--- config.mk ---
export PLATFORM = sky130hd
export DESIGN_NAME = tdm_rx_mrate
export DESIGN_NICKNAME = d
export VERILOG_FILES = /design/src/rtl/tdm_rx_pkg.sv /design/src/rtl/tdm_rx_capture.sv /design/src/rtl/tdm_rx_frame.sv /design/src/rtl/tdm_rx_lane.sv /design/src/rtl/tdm_rx_mrate.sv
export SDC_FILE = /design/constraint.sdc
export NUM_CORES = 1
export LEC_CHECK = 0
export BUFFER_PORTS_ARGS = -buffer_cell sky130_fd_sc_hd__buf_4
export CORE_MARGIN = 1.5
export CORE_UTILIZATION = 50
export DETAILED_ROUTE_END_ITERATION = 10
export GPL_ROUTABILITY_DRIVEN = 0
export PLACE_DENSITY = 0.7
export SYNTH_ARGS = -nofsm -noshare
export SYNTH_HDL_FRONTEND = slang
export SYNTH_SLANG_ARGS = --single-unit
--- constraint.sdc ---
create_clock -name clk -period 5 [get_ports clk]
set_clock_uncertainty 0.05 [all_clocks]
set_input_delay 0 -clock clk [delete_from_list [all_inputs] [get_ports clk]]
set_output_delay 0 -clock clk [all_outputs]
set_load 0.02 [all_outputs]
--- src/rtl/tdm_rx_pkg.sv ---
package tdm_rx_pkg;
  localparam int RATE_W = 3;
  localparam int OFS_W  = 4;
  localparam int BYTE_W = 8;

  // log2 of clocks per bit for a rate code; codes above 4 fold onto 4
  function automatic logic [2:0] rate_shift(input logic [RATE_W-1:0] code);
    return (code >= 3'd4) ? 3'd0 : 3'd4 - code;
  endfunction
endpackage

--- src/rtl/tdm_rx_capture.sv ---
module tdm_rx_capture #(
  parameter int NS = 4
) (
  input  logic          clk,
  input  logic          rst_n,
  input  logic [NS-1:0] rx_in,
  output logic [NS-1:0] smp_p,
  output logic [NS-1:0] smp_n
);
  // rising-edge copy of every line
  always_ff @(posedge clk or negedge rst_n) begin
    if (!rst_n) smp_p <= '0;
    else        smp_p <= rx_in;
  end

  // falling-edge copy, used for odd half-clock sample points
  always_ff @(negedge clk or negedge rst_n) begin
    if (!rst_n) smp_n <= '0;
    else        smp_n <= rx_in;
  end
endmodule

--- src/rtl/tdm_rx_frame.sv ---
module tdm_rx_frame #(
  parameter int TW = 12
) (
  input  logic          clk,
  input  logic          rst_n,
  input  logic          fp_in,
  output logic [TW-1:0] tick,
  output logic          locked,
  output logic          gci
);
  logic          fp_d, fp_v;
  logic          edge_s, start_s;
  logic          locked_d, gci_d;
  logic [TW-1:0] tick_d;

  always_comb begin
    edge_s   = fp_v && (fp_in != fp_d);
    // before lock any transition starts a frame; afterwards only the active level
    start_s  = edge_s && (!locked || (fp_in == gci));
    locked_d = locked | edge_s;
    gci_d    = locked ? gci : (edge_s ? fp_in : gci);
    tick_d   = start_s ? '0 : tick + TW'(1);
  end

  always_ff @(posedge clk or negedge rst_n) begin
    if (!rst_n) begin
      fp_d   <= 1'b0;
      fp_v   <= 1'b0;
      locked <= 1'b0;
      gci    <= 1'b0;
      tick   <= '0;
    end else begin
      fp_d   <= fp_in;
      fp_v   <= 1'b1;
      locked <= locked_d;
      gci    <= gci_d;
      tick   <= tick_d;
    end
  end
endmodule

--- src/rtl/tdm_rx_lane.sv ---
module tdm_rx_lane
  import tdm_rx_pkg::*;
#(
  parameter int TW = 12
) (
  input  logic              clk,
  input  logic              rst_n,
  input  logic [TW-1:0]     tick,
  input  logic              locked,
  input  logic              gci,
  input  logic [RATE_W-1:0] rate,
  input  logic [OFS_W-1:0]  ofs,
  input  logic              smp_p,
  input  logic              smp_n,
  output logic              wr_en,
  output logic [TW-4:0]     wr_chan,
  output logic [BYTE_W-1:0] wr_data
);
  logic [4:0]        half_cnt;
  logic [3:0]        whole;
  logic [2:0]        sh;
  logic [TW-1:0]     pos, cell_len, bidx;
  logic              hit, last, bit_v;
  logic [BYTE_W-1:0] sh_q, sh_d, data_d;
  logic              go_q, go_d, wen_d;
  logic [TW-4:0]     chan_d;

  always_comb begin
    // total delay in half clocks, falling-edge mode adds one half step
    half_cnt = {1'b0, ofs} + {4'b0, gci};
    whole    = half_cnt[4:1];
    pos      = tick - TW'(whole);
    sh       = rate_shift(rate);
    cell_len = TW'(1) << sh;
    hit      = (pos & (cell_len - TW'(1))) == (cell_len >> 1);
    bidx     = pos >> sh;
    bit_v    = half_cnt[0] ? smp_n : smp_p;
    last     = hit && (bidx[2:0] == 3'd7);
    sh_d     = hit ? {sh_q[BYTE_W-2:0], bit_v} : sh_q;
    go_d     = go_q | (locked && (pos == '0));
    wen_d    = go_q && last;
    data_d   = wen_d ? {sh_q[BYTE_W-2:0], bit_v} : wr_data;
    chan_d   = wen_d ? bidx[TW-1:3] : wr_chan;
  end

  always_ff @(posedge clk or negedge rst_n) begin
    if (!rst_n) begin
      sh_q    <= '0;
      go_q    <= 1'b0;
      wr_en   <= 1'b0;
      wr_data <= '0;
      wr_chan <= '0;
    end else begin
      sh_q    <= sh_d;
      go_q    <= go_d;
      wr_en   <= wen_d;
      wr_data <= data_d;
      wr_chan <= chan_d;
    end
  end
endmodule

--- src/rtl/tdm_rx_mrate.sv ---
module tdm_rx_mrate
  import tdm_rx_pkg::*;
#(
  parameter int GROUPS          = 2,
  parameter int LANES_PER_GROUP = 2,
  parameter int FRAME_CLKS      = 4096,
  localparam int NS  = GROUPS * LANES_PER_GROUP,
  localparam int TW  = $clog2(FRAME_CLKS),
  localparam int CHW = TW - 3
) (
  input  logic                 clk,
  input  logic                 rst_n,
  input  logic                 fp_in,
  input  logic [NS-1:0]        rx_in,
  input  logic [RATE_W*GROUPS-1:0] grp_rate,
  input  logic [OFS_W*NS-1:0]  strm_ofs,
  output logic [NS-1:0]        wr_en,
  output logic [CHW*NS-1:0]    wr_chan,
  output logic [BYTE_W*NS-1:0] wr_data
);
  logic [NS-1:0] smp_p, smp_n;
  logic [TW-1:0] tick;
  logic          locked, gci;

  tdm_rx_capture #(.NS(NS)) u_cap (
    .clk(clk), .rst_n(rst_n), .rx_in(rx_in), .smp_p(smp_p), .smp_n(smp_n)
  );

  tdm_rx_frame #(.TW(TW)) u_frm (
    .clk(clk), .rst_n(rst_n), .fp_in(fp_in),
    .tick(tick), .locked(locked), .gci(gci)
  );

  for (genvar s = 0; s < NS; s++) begin : g_lane
    tdm_rx_lane #(.TW(TW)) u_lane (
      .clk     (clk),
      .rst_n   (rst_n),
      .tick    (tick),
      .locked  (locked),
      .gci     (gci),
      .rate    (grp_rate[(s / LANES_PER_GROUP)*RATE_W +: RATE_W]),
      .ofs     (strm_ofs[s*OFS_W +: OFS_W]),
      .smp_p   (smp_p[s]),
      .smp_n   (smp_n[s]),
      .wr_en   (wr_en[s]),
      .wr_chan (wr_chan[s*CHW +: CHW]),
      .wr_data (wr_data[s*BYTE_W +: BYTE_W])
    );
  end
endmodule

==> impl_summary.md, run 1 <==
Logic synthesis
The number of warnings issued by yosys is 0. The number of nets handed over by synthesis was 1023. For this run, the register share of the synthesized area comes to 35.81%. The synthesized flop and latch total is 128.

The synthesized design spends more area on one cell type than any other, namely sky130_fd_sc_hd__dfrtp_1. The most used flip-flop cell after synthesis is sky130_fd_sc_hd__dfrtp_1. By area the synthesized netlist is led by sky130_fd_sc_hd__dfrtp_1 35%, sky130_fd_sc_hd__mux2_2 9.2%, sky130_fd_sc_hd__ha_1 4.6%. Of all flip-flops after synthesis, the portion carrying an async set or reset was 100.0%.

A synthesized cell averages 9.347 um2. The count of cell types in the netlist is 91. Counting flops with a built-in enable in the synthesized netlist gives 0. In this run the cell area of the synthesized design comes to 8945 um2.

The share of the synthesized area in the top cell type is 34.69%. Synthesis handed over a netlist of 957 instances.

Worst hold path
The worst hold path belongs to the class in -> async.

Global route
The sum of overflow across all layers after global routing is 0. The wire length of the first global-routing pass is 39280 um. The number of antenna violations at the first check in global routing is 0. The number of global-route vias before repair is 7676. The largest net degree at the start of global routing is 46. Global routing used 26.85% of the available tracks.

Power
The part of the total power dissipated in combinational logic is 54.8%. The internal cell power is 3.316 mW. VDD sags by at most 0.0003027 V.

The static leakage is 4.941 nW. The completed layout was analyzed and its total power is 5.957 mW. Net switching is 44.33% of the power. For this design the ratio of total power to cell area is 565.7 nW/um2.

The portion of total power attributed to the clock network is 20.2%. The analysis attributes to net switching a power of 2.641 mW. Sequential cells account for 25.1% of the total power.

Worst setup path
The kind of start point of the critical path is a flop. In this design, the stage delay of the slowest critical-path cell is 0.72 ns. Along the worst path, the maximum fanout reaches 18. Together, buffers and inverters on the worst path number 1. STA puts the critical path data arrival time at 5.00 ns. STA classifies the critical path endpoint as a flop.

For the worst setup path, the data required time is 5.26 ns. In this design, the critical path's most frequently occurring cell is sky130_fd_sc_hd__ha_1. The signal on the critical path passes through ha_1, ha_1, ha_1, inv_1, fa_1, a21o_2, a211oi_2, xnor2_1, mux2i_1, o2111ai_1, or4_1, a2111o_1, mux2_1.

The type of the worst setup path is reg -> reg. The kind of cell adding the most delay to the critical path is compound AO/OA/AOI/OAI gates. The cell with the biggest individual delay on the critical path is sky130_fd_sc_hd__a2111o_1. The reg-to-reg setup timing slack is 0.26 ns.

Layout
The count of filler cells inserted in the layout is 1516. The post-route netlist has 24.29% of its cells at a drive strength greater than 1. The final cell utilization of the core is 60.45%. The most common cell after layout, fill and taps aside is sky130_fd_sc_hd__dfrtp_1. Compared with the post-synthesis result, the final layout area differs by 17.71%. The top cell types in the final layout, fill and taps aside, are 124 x sky130_fd_sc_hd__dfrtp_1, 123 x sky130_fd_sc_hd__buf_4, 85 x sky130_fd_sc_hd__nor2_1.

The count of nets after finishing is 1115. The number of diodes added for antenna fixing is 0.

Clocking
In this run the deepest clock path goes through 2 buffers. The TritonCTS clock tree is built. The root cell of the clock tree is sky130_fd_sc_hd__clkbuf_16. For this design, the sink count on the clock tree is 128. The number of clock buffers added by TritonCTS is 17. The clock tree synthesis step divided the H-tree into 4 levels. The insertion delay to the later sink of the worst-skew pair is 0.42 ns. Gates resized during post-CTS repair numbered 0. Clock-pin slew was measured on the worst setup and hold paths at 0.06 ns.

Job
The number of max-capacitance violations reported is 0.

Route
In the routed layout, each cell is associated on average with a via count of 6.159. The routed length on met3 is 1681 um. The first-iteration detailed-routing DRC count is 775. The residual antenna-violating net count after detailed routing is 0. After detailed routing, the average wire length per cell comes to 18.75 um. The detailed router used layers up to and including met4. The via total after detailed routing is 7927. Wires add up to 24130 um. In the routed design, unresolved DRC markers number 0.

In the final routing, the length of wire on met1 measures 10300 um. The met2 routed wirelength is 11130 um. Before antenna repair, the detailed router went through 6 iterations.

Timing
The final critical path takes up 94.85% of the cycle. The worst pin sits at a relative slew slack of 42.79%. Setup violations remaining at the end of the flow were counted as 0.

The transition time at the pin with the least slew margin is 0.8550 ns. The final critical path time including I/O delays and setup is 4.743 ns. The number of max-slew violations in the final report is 0.

Setup repair after global routing left no endpoint under its margin. In the final timing run, aggregate negative setup slack is 0 ns. Timing would allow up to 210.9 MHz. The count of final hold-check violations was 0.

Die
For this configuration, the core starts out at a cell density of 51.36%. The die covers 18700 um2. Measured along the y axis, the die boundary spans 136.8 um. The horizontal die dimension is 136.8 um. The floorplan has 48 rows. The floorplan step defined a core boundary enclosing 17420 um2. The total I/O pin count is 101.

Placement
The number of buffers inserted by port buffering is 100. Detailed placement finished with a half-perimeter wire length of 17450 um.

Outcome
The run finished with clean final reports.
## routing by layer
metal	up-vias	global-route usage, %
met5	-	0
met4	0	13.77
met3	80	4.926
met2	415	42.46
met1	3750	35.15
li1	3682	-
## sequential cells by signal (all words and copies together), names as in the netlist
register               flops
u_frm.tick                12
g_lane.u_lane.go_q         4
g_lane.u_lane.wr_data     32
u_frm.gci                  1
u_frm.fp_v                 1
u_frm.fp_d                 1
g_lane.u_lane.wr_en        4
u_cap.smp_n                4
g_lane.u_lane.sh_q        28
g_lane.u_lane.wr_chan     36
u_cap.smp_p                4
u_frm.locked               1
## cells by family (layout without fill, tap and decap cells)
logic type	count (synthesis)	in the layout	synth area share (%)
compound gates	233	233	18.28
xor+xnor	58	58	5.679
buf+inv	86	191	4.252
fa+ha+maj	37	37	5.511
mux	111	111	14.13
other cells	1	1	0.04192
simple gates	303	303	16.30
flops	128	128	35.81
## stage by stage
| stage | instance area (um2) | hold WS (ns) | std cells | worst slack, ns |
|---|---|---|---|---|
| after CTS | 10530 | 0.01974 | 1287 | 0.3133 |
| final | 10530 | 0.01862 | 1287 | 0.2575 |
| after global routing | 10530 | 0.05156 | 1287 | 0.07055 |
| after detailed placement | 9894 | -0.09124 | 1249 | 0.3220 |
| after floorplan | 8945 | -0.3456 | 957 | 0.7182 |
| after global placement | 9894 | -0.09361 | 1249 | 0.4336 |
## power by group through the flow
| stage | combinational, mW | sequential, mW | clock, mW |
|---|---|---|---|
| after floorplan | 2.22 | 1.57 | 0 |
| after CTS | 3.20 | 1.50 | 1.23 |
| after global routing | 3.55 | 1.53 | 1.27 |
| after detailed placement | 3.18 | 1.51 | 0 |
| after global placement | 3.13 | 1.50 | 0 |
| final | 3.26 | 1.49 | 1.20 |
## path summary, 6_finish.rpt
| path | startpoint | endpoint | cells past startpoint |
|---|---|---|---|
| worst min register to register | g_lane[1].u_lane.go_q | g_lane[1].u_lane.go_q | 1 |
| min in group clk | strm_ofs[0] | g_lane[0].u_lane.sh_q[0] | 5 |
| worst max-delay path | u_frm.gci | g_lane[3].u_lane.wr_data[7] | 13 |
| worst min-delay path | rst_n | g_lane[3].u_lane.wr_chan[0] | 2 |
| worst max register to register | u_frm.gci | g_lane[3].u_lane.wr_data[7] | 13 |
| max in group asynchronous | rst_n | u_cap.smp_n[1] | 2 |
## Yosys cell counts (4+ instances only)
cell type	number
sky130_fd_sc_hd__inv_1	27
sky130_fd_sc_hd__o31ai_1	8
sky130_fd_sc_hd__or4_1	5
sky130_fd_sc_hd__buf_2	10
sky130_fd_sc_hd__xnor2_1	36
sky130_fd_sc_hd__a2bb2oi_1	5
sky130_fd_sc_hd__buf_1	8
sky130_fd_sc_hd__nand3_1	40
sky130_fd_sc_hd__dfrtn_1	4
sky130_fd_sc_hd__nand4_1	4
sky130_fd_sc_hd__a211oi_1	18
sky130_fd_sc_hd__mux2_1	13
sky130_fd_sc_hd__or3_1	5
sky130_fd_sc_hd__buf_4	6
sky130_fd_sc_hd__fa_1	4
sky130_fd_sc_hd__clkbuf_1	30
sky130_fd_sc_hd__xor2_1	22
sky130_fd_sc_hd__ha_1	33
sky130_fd_sc_hd__nand2b_1	7
sky130_fd_sc_hd__mux2_4	9
sky130_fd_sc_hd__a21boi_0	4
sky130_fd_sc_hd__o211ai_1	10
sky130_fd_sc_hd__nor4_1	9
sky130_fd_sc_hd__nand2_1	78
sky130_fd_sc_hd__o22ai_1	9
sky130_fd_sc_hd__nor2b_1	16
sky130_fd_sc_hd__nor3_1	29
sky130_fd_sc_hd__o311ai_0	4
sky130_fd_sc_hd__o21a_1	10
sky130_fd_sc_hd__mux2i_1	16
sky130_fd_sc_hd__o2111ai_1	6
sky130_fd_sc_hd__o221ai_1	4
sky130_fd_sc_hd__and2_1	6
sky130_fd_sc_hd__o21ai_0	38
sky130_fd_sc_hd__mux2_2	73
sky130_fd_sc_hd__dfrtp_1	124
sky130_fd_sc_hd__a21o_1	7
sky130_fd_sc_hd__a21oi_1	47
sky130_fd_sc_hd__a31oi_1	12
sky130_fd_sc_hd__nor2_1	85
## repair_timing
action | in CTS | in global routing
hold buffers | 6 | 0
endpoints found under the hold margin | 45 | 0
setup buffers | 0 | 0
## final cells by class
cell class                 instances  area [um2]  share of cell area, %
tap                              225       281.5                  2.674
clock buffer                      17       425.4                  4.040
timing repair buffer             130       994.7                  9.447
multi-input combinational        743        5366                  50.97
inverter                          29       108.9                  1.034
clock inverter                    15       148.9                  1.414
sequential                       128        3203                  30.42
Power figures use the tool's default switching activity.
==> run 2, diff against run 1 <==
Settings changed: BUFFER_PORTS_ARGS -buffer_cell sky130_fd_sc_hd__buf_4 to not set, DONT_BUFFER_PORTS set to 1, PLACE_DENSITY 0.7 to not set.
Clock period 5 ns to 4.4 ns, I/O delays scaled along.
==> run 2 against run 1 <==
  * Maximum frequency rose by 12%
  * Total power rose by 14%
  * Sequential power rose by 24%
  * Setup slack got worse by 0.10 ns
  * Routed wire length rose by 3.8%
  * Via count fell by 2.2%
  * Die area did not move
  * Count of clock-buffer cells in the layout did not move
  * Utilization fell by 3.2 points
  * Critical path depth rose by 2
  * Global-route usage rose by 0.75 points
  * Clock power rose by 14%
==> impl_summary.md, run 2 (synthesized netlist as in run 1, its figures left out) <==
Worst setup path
The type of the worst setup path is reg -> reg (unchanged). The type of destination of the critical path was a flop (unchanged). The endpoint of the worst register-to-register path is g_lane[0].u_lane.wr_chan[4] (was g_lane[3].u_lane.wr_data[7]). The startpoint of the worst register-to-register path is u_frm.gci (unchanged). The arrival time at the worst endpoint came to 4.51 ns (was 5.00 ns). The largest fanout on the critical path is 18 (unchanged).

The kind of start point of the critical path is a flop (unchanged). The reg-to-reg setup timing slack was 0.16 ns (was 0.26 ns). The required time of the critical path is 4.66 ns (was 5.26 ns). The cell depth of the worst flop-to-flop path is 15 (was 13).

Die
The initial standard-cell utilization of the core is 51.36% (unchanged). The row count is 48 (unchanged). The floorplan core area is 17420 um2 (unchanged).

The horizontal die dimension is 136.8 um (unchanged). The area enclosed by the die boundary was 18700 um2 (unchanged). The die outline height was 136.8 um (unchanged). The total I/O pin count is 101 (unchanged).

Layout
The largest register by flop count is g_lane.u_lane.wr_chan (unchanged). The synthesis-to-layout area growth is 11.50% (was 17.71%). The number of flip-flops under the largest register name was 36 (unchanged).

Commonest cells after routing, fill and taps aside: 124 x sky130_fd_sc_hd__dfrtp_1, 85 x sky130_fd_sc_hd__nor2_1, 78 x sky130_fd_sc_hd__nand2_1 (was 124 x sky130_fd_sc_hd__dfrtp_1, 123 x sky130_fd_sc_hd__buf_4, 85 x sky130_fd_sc_hd__nor2_1). The final cell utilization of the core is 57.26% (was 60.45%). The number of diodes added for antenna fixing is 0 (unchanged). Largest registers: g_lane.u_lane.wr_chan x36, g_lane.u_lane.wr_data x32, g_lane.u_lane.sh_q x28 (unchanged).

The most common cell after layout, fill and taps aside is sky130_fd_sc_hd__dfrtp_1 (unchanged). The fraction of final layout cells sized beyond drive strength 1 was 18.29% (was 24.29%). The final instance count without filler cells was 1198 (was 1287). The count of nets after finishing came to 1026 (was 1115).

Route
The number of design rule violations left after detail routing is 0 (unchanged). The vias per cell is 6.472 (was 6.159). The overall routed net length is 25050 um (was 24130 um). The first-iteration detailed-routing DRC count is 805 (was 775).

The via total after detailed routing came to 7754 (was 7927). The residual antenna-violating net count after detailed routing is 0 (unchanged). The number of detailed-route iterations in the first pass is 5 (was 6). The routed wire length per instance is 20.91 um (was 18.75 um).

Placement
The sum of net half-perimeters after detailed placement is 17810 um (was 17450 um). The cell count after placement came to 1158 (was 1249). The number of buffers inserted by port buffering is 0 (was 100).

Power
The part of the total power dissipated in combinational logic came to 52.5% (was 54.8%). The worst vdd rail ir drop was 0.0003830 V (was 0.0003027 V). The power density of the placed cells was 679.1 nW/um2 (was 565.7 nW/um2). The switching share of total power is 45.56% (was 44.33%). The static leakage is 4.524 nW (was 4.941 nW). The part of the total power dissipated in sequential elements is 27.3% (was 25.1%). The portion of total power attributed to the clock network came to 20.3% (was 20.2%). The internal cell power was 3.687 mW (was 3.316 mW).

The switching component of the power came to 3.086 mW (was 2.641 mW).

Timing
The final critical path time including I/O delays and setup is 4.244 ns (was 4.743 ns). RSZ-0062 raised after global routing: no (unchanged). The transition time at the pin with the least slew margin is 0.8663 ns (was 0.8550 ns). The setup TNS after final layout was 0 ns (unchanged).

The fmax was 235.7 MHz (was 210.9 MHz). The number of max-slew violations in the final report is 0 (unchanged). The count of final hold-check violations was 0 (unchanged).

The fraction of the cycle the final worst path needs is 96.44% (was 94.85%). The final setup violation count is 0 (unchanged). The worst slew margin relative to its limit is 42.25% (was 42.79%).

Global route
The number of antenna violations at the first check in global routing came to 0 (unchanged). The sum of overflow across all layers after global routing was 0 (unchanged). The largest net degree at the start of global routing is 125 (was 46). The number of global-route vias before repair is 7610 (was 7676). The wire length of the first global-routing pass came to 39900 um (was 39280 um). The global-route usage over all layers was 27.60% (was 26.85%).

Job
The number of max-capacitance violations reported came to 0 (unchanged).

Clocking
The clock net sink count came to 128 (unchanged). The root cell of the clock tree is sky130_fd_sc_hd__clkbuf_16 (unchanged). The H-tree depth is 4 (unchanged). The number of buffers created by CTS is 17 (unchanged).

The number of setup buffers added after CTS is 0 (unchanged). The worst-case clock buffer depth was 2 (unchanged). The TritonCTS clock tree is built (unchanged).

The insertion delay to the later sink of the worst-skew pair is 0.43 ns (was 0.42 ns). The clock transition at the registers of the reported paths is 0.06 ns (about the same).

Worst hold path
The startpoint of the tightest hold check path is strm_ofs[8]. The worst hold path was traced through 3 stages. The path category of the worst min-delay check is in -> reg (was in -> async).

The hold-critical path endpoint is g_lane[2].u_lane.wr_data[0].

Outcome
Status: complete, no violations (unchanged).
==> run 2: area by class of cell <==
cell class                 count  area [um2]
clock buffer                  17       425.4
fill                        1558        7443
inverter                      29       108.9
sequential                   128        3203
clock inverter                15       138.9
tap                          225       281.5
timing repair buffer          41       382.9
multi-input combinational    743        5433
==> run 2: worst max path at each step <==
| stage | start | to | slack [ns] | cells after the start |
|---|---|---|---|---|
| 2_1_floorplan | u_frm.gci | g_lane[3].u_lane.wr_chan[0] | 0.12 | 16 |
| 3_3_place_gp | u_frm.gci | g_lane[3].u_lane.wr_data[2] | 0.25 | 14 |
| 3_5_place_dp | u_frm.gci | g_lane[3].u_lane.wr_data[0] | 0.07 | 14 |
| 4_1_cts | u_frm.gci | g_lane[3].u_lane.wr_data[0] | 0.07 | 14 |
| 5_1_grt | u_frm.gci | g_lane[2].u_lane.wr_chan[1] | 0.01 | 14 |
| 6_report | u_frm.gci | g_lane[0].u_lane.wr_chan[4] | 0.16 | 15 |
==> run 2: power by group through the flow <==
| stage | logic (mW) | registers, mW | clock network (mW) |
|---|---|---|---|
| after global placement | 3.28 | 1.86 | 0 |
| after CTS | 3.41 | 1.85 | 1.41 |
| after global routing | 3.84 | 1.89 | 1.46 |
| after detailed placement | 3.35 | 1.87 | 0 |
| final | 3.56 | 1.85 | 1.37 |
| after floorplan | 2.53 | 1.78 | 0 |
==> run 2: per-stage QoR <==
stage	power (mW)	hold slack [ns]	worst slack, ns	area, um2
floorplan	4.307	-0.3456	0.1182	8945
global placement	5.140	-0.3406	0.2465	9245
detailed placement	5.219	-0.3402	0.07050	9245
CTS	6.663	0.07791	0.07017	9907
global route	7.191	0.06420	0.01374	9973
finish	6.773	0.05749	0.1565	9973
==> run 2: critical path, cell delays in order (launching register included) <==
cell and delay, ns:
sky130_fd_sc_hd__dfrtp_1 0.38, sky130_fd_sc_hd__buf_4 0.17, sky130_fd_sc_hd__ha_1 0.21, sky130_fd_sc_hd__ha_1 0.29
sky130_fd_sc_hd__ha_1 0.16, sky130_fd_sc_hd__inv_1 0.06, sky130_fd_sc_hd__fa_1 0.42, sky130_fd_sc_hd__a21o_1 0.22
sky130_fd_sc_hd__a21oi_1 0.59, sky130_fd_sc_hd__a21oi_1 0.14, sky130_fd_sc_hd__a22oi_1 0.32, sky130_fd_sc_hd__o211ai_1 0.14
sky130_fd_sc_hd__nor3_1 0.35, sky130_fd_sc_hd__o211ai_2 0.17, sky130_fd_sc_hd__buf_12 0.18, sky130_fd_sc_hd__mux2_2 0.28
==> run 2: what timing repair did <==
| item | 4_1_cts | 5_1_grt |
|---|---|---|
| resized for setup | 0 | 13 |
| endpoints found under the setup margin | 0 | 49 |
| endpoints found under the hold margin | 133 | 0 |
| hold buffers | 8 | 0 |
==> run 2: layer usage <==
| metal | up-vias | track usage (%) | routed length, um |
|---|---|---|---|
| met4 | 0 | 16.67 | 1263 |
| li1 | 3511 | - | - |
| met2 | 409 | 44.97 | 12000 |
| met3 | 88 | 5.000 | 1907 |
| met1 | 3746 | 33.99 | 9875 |
| met5 | - | 0 | 0 |
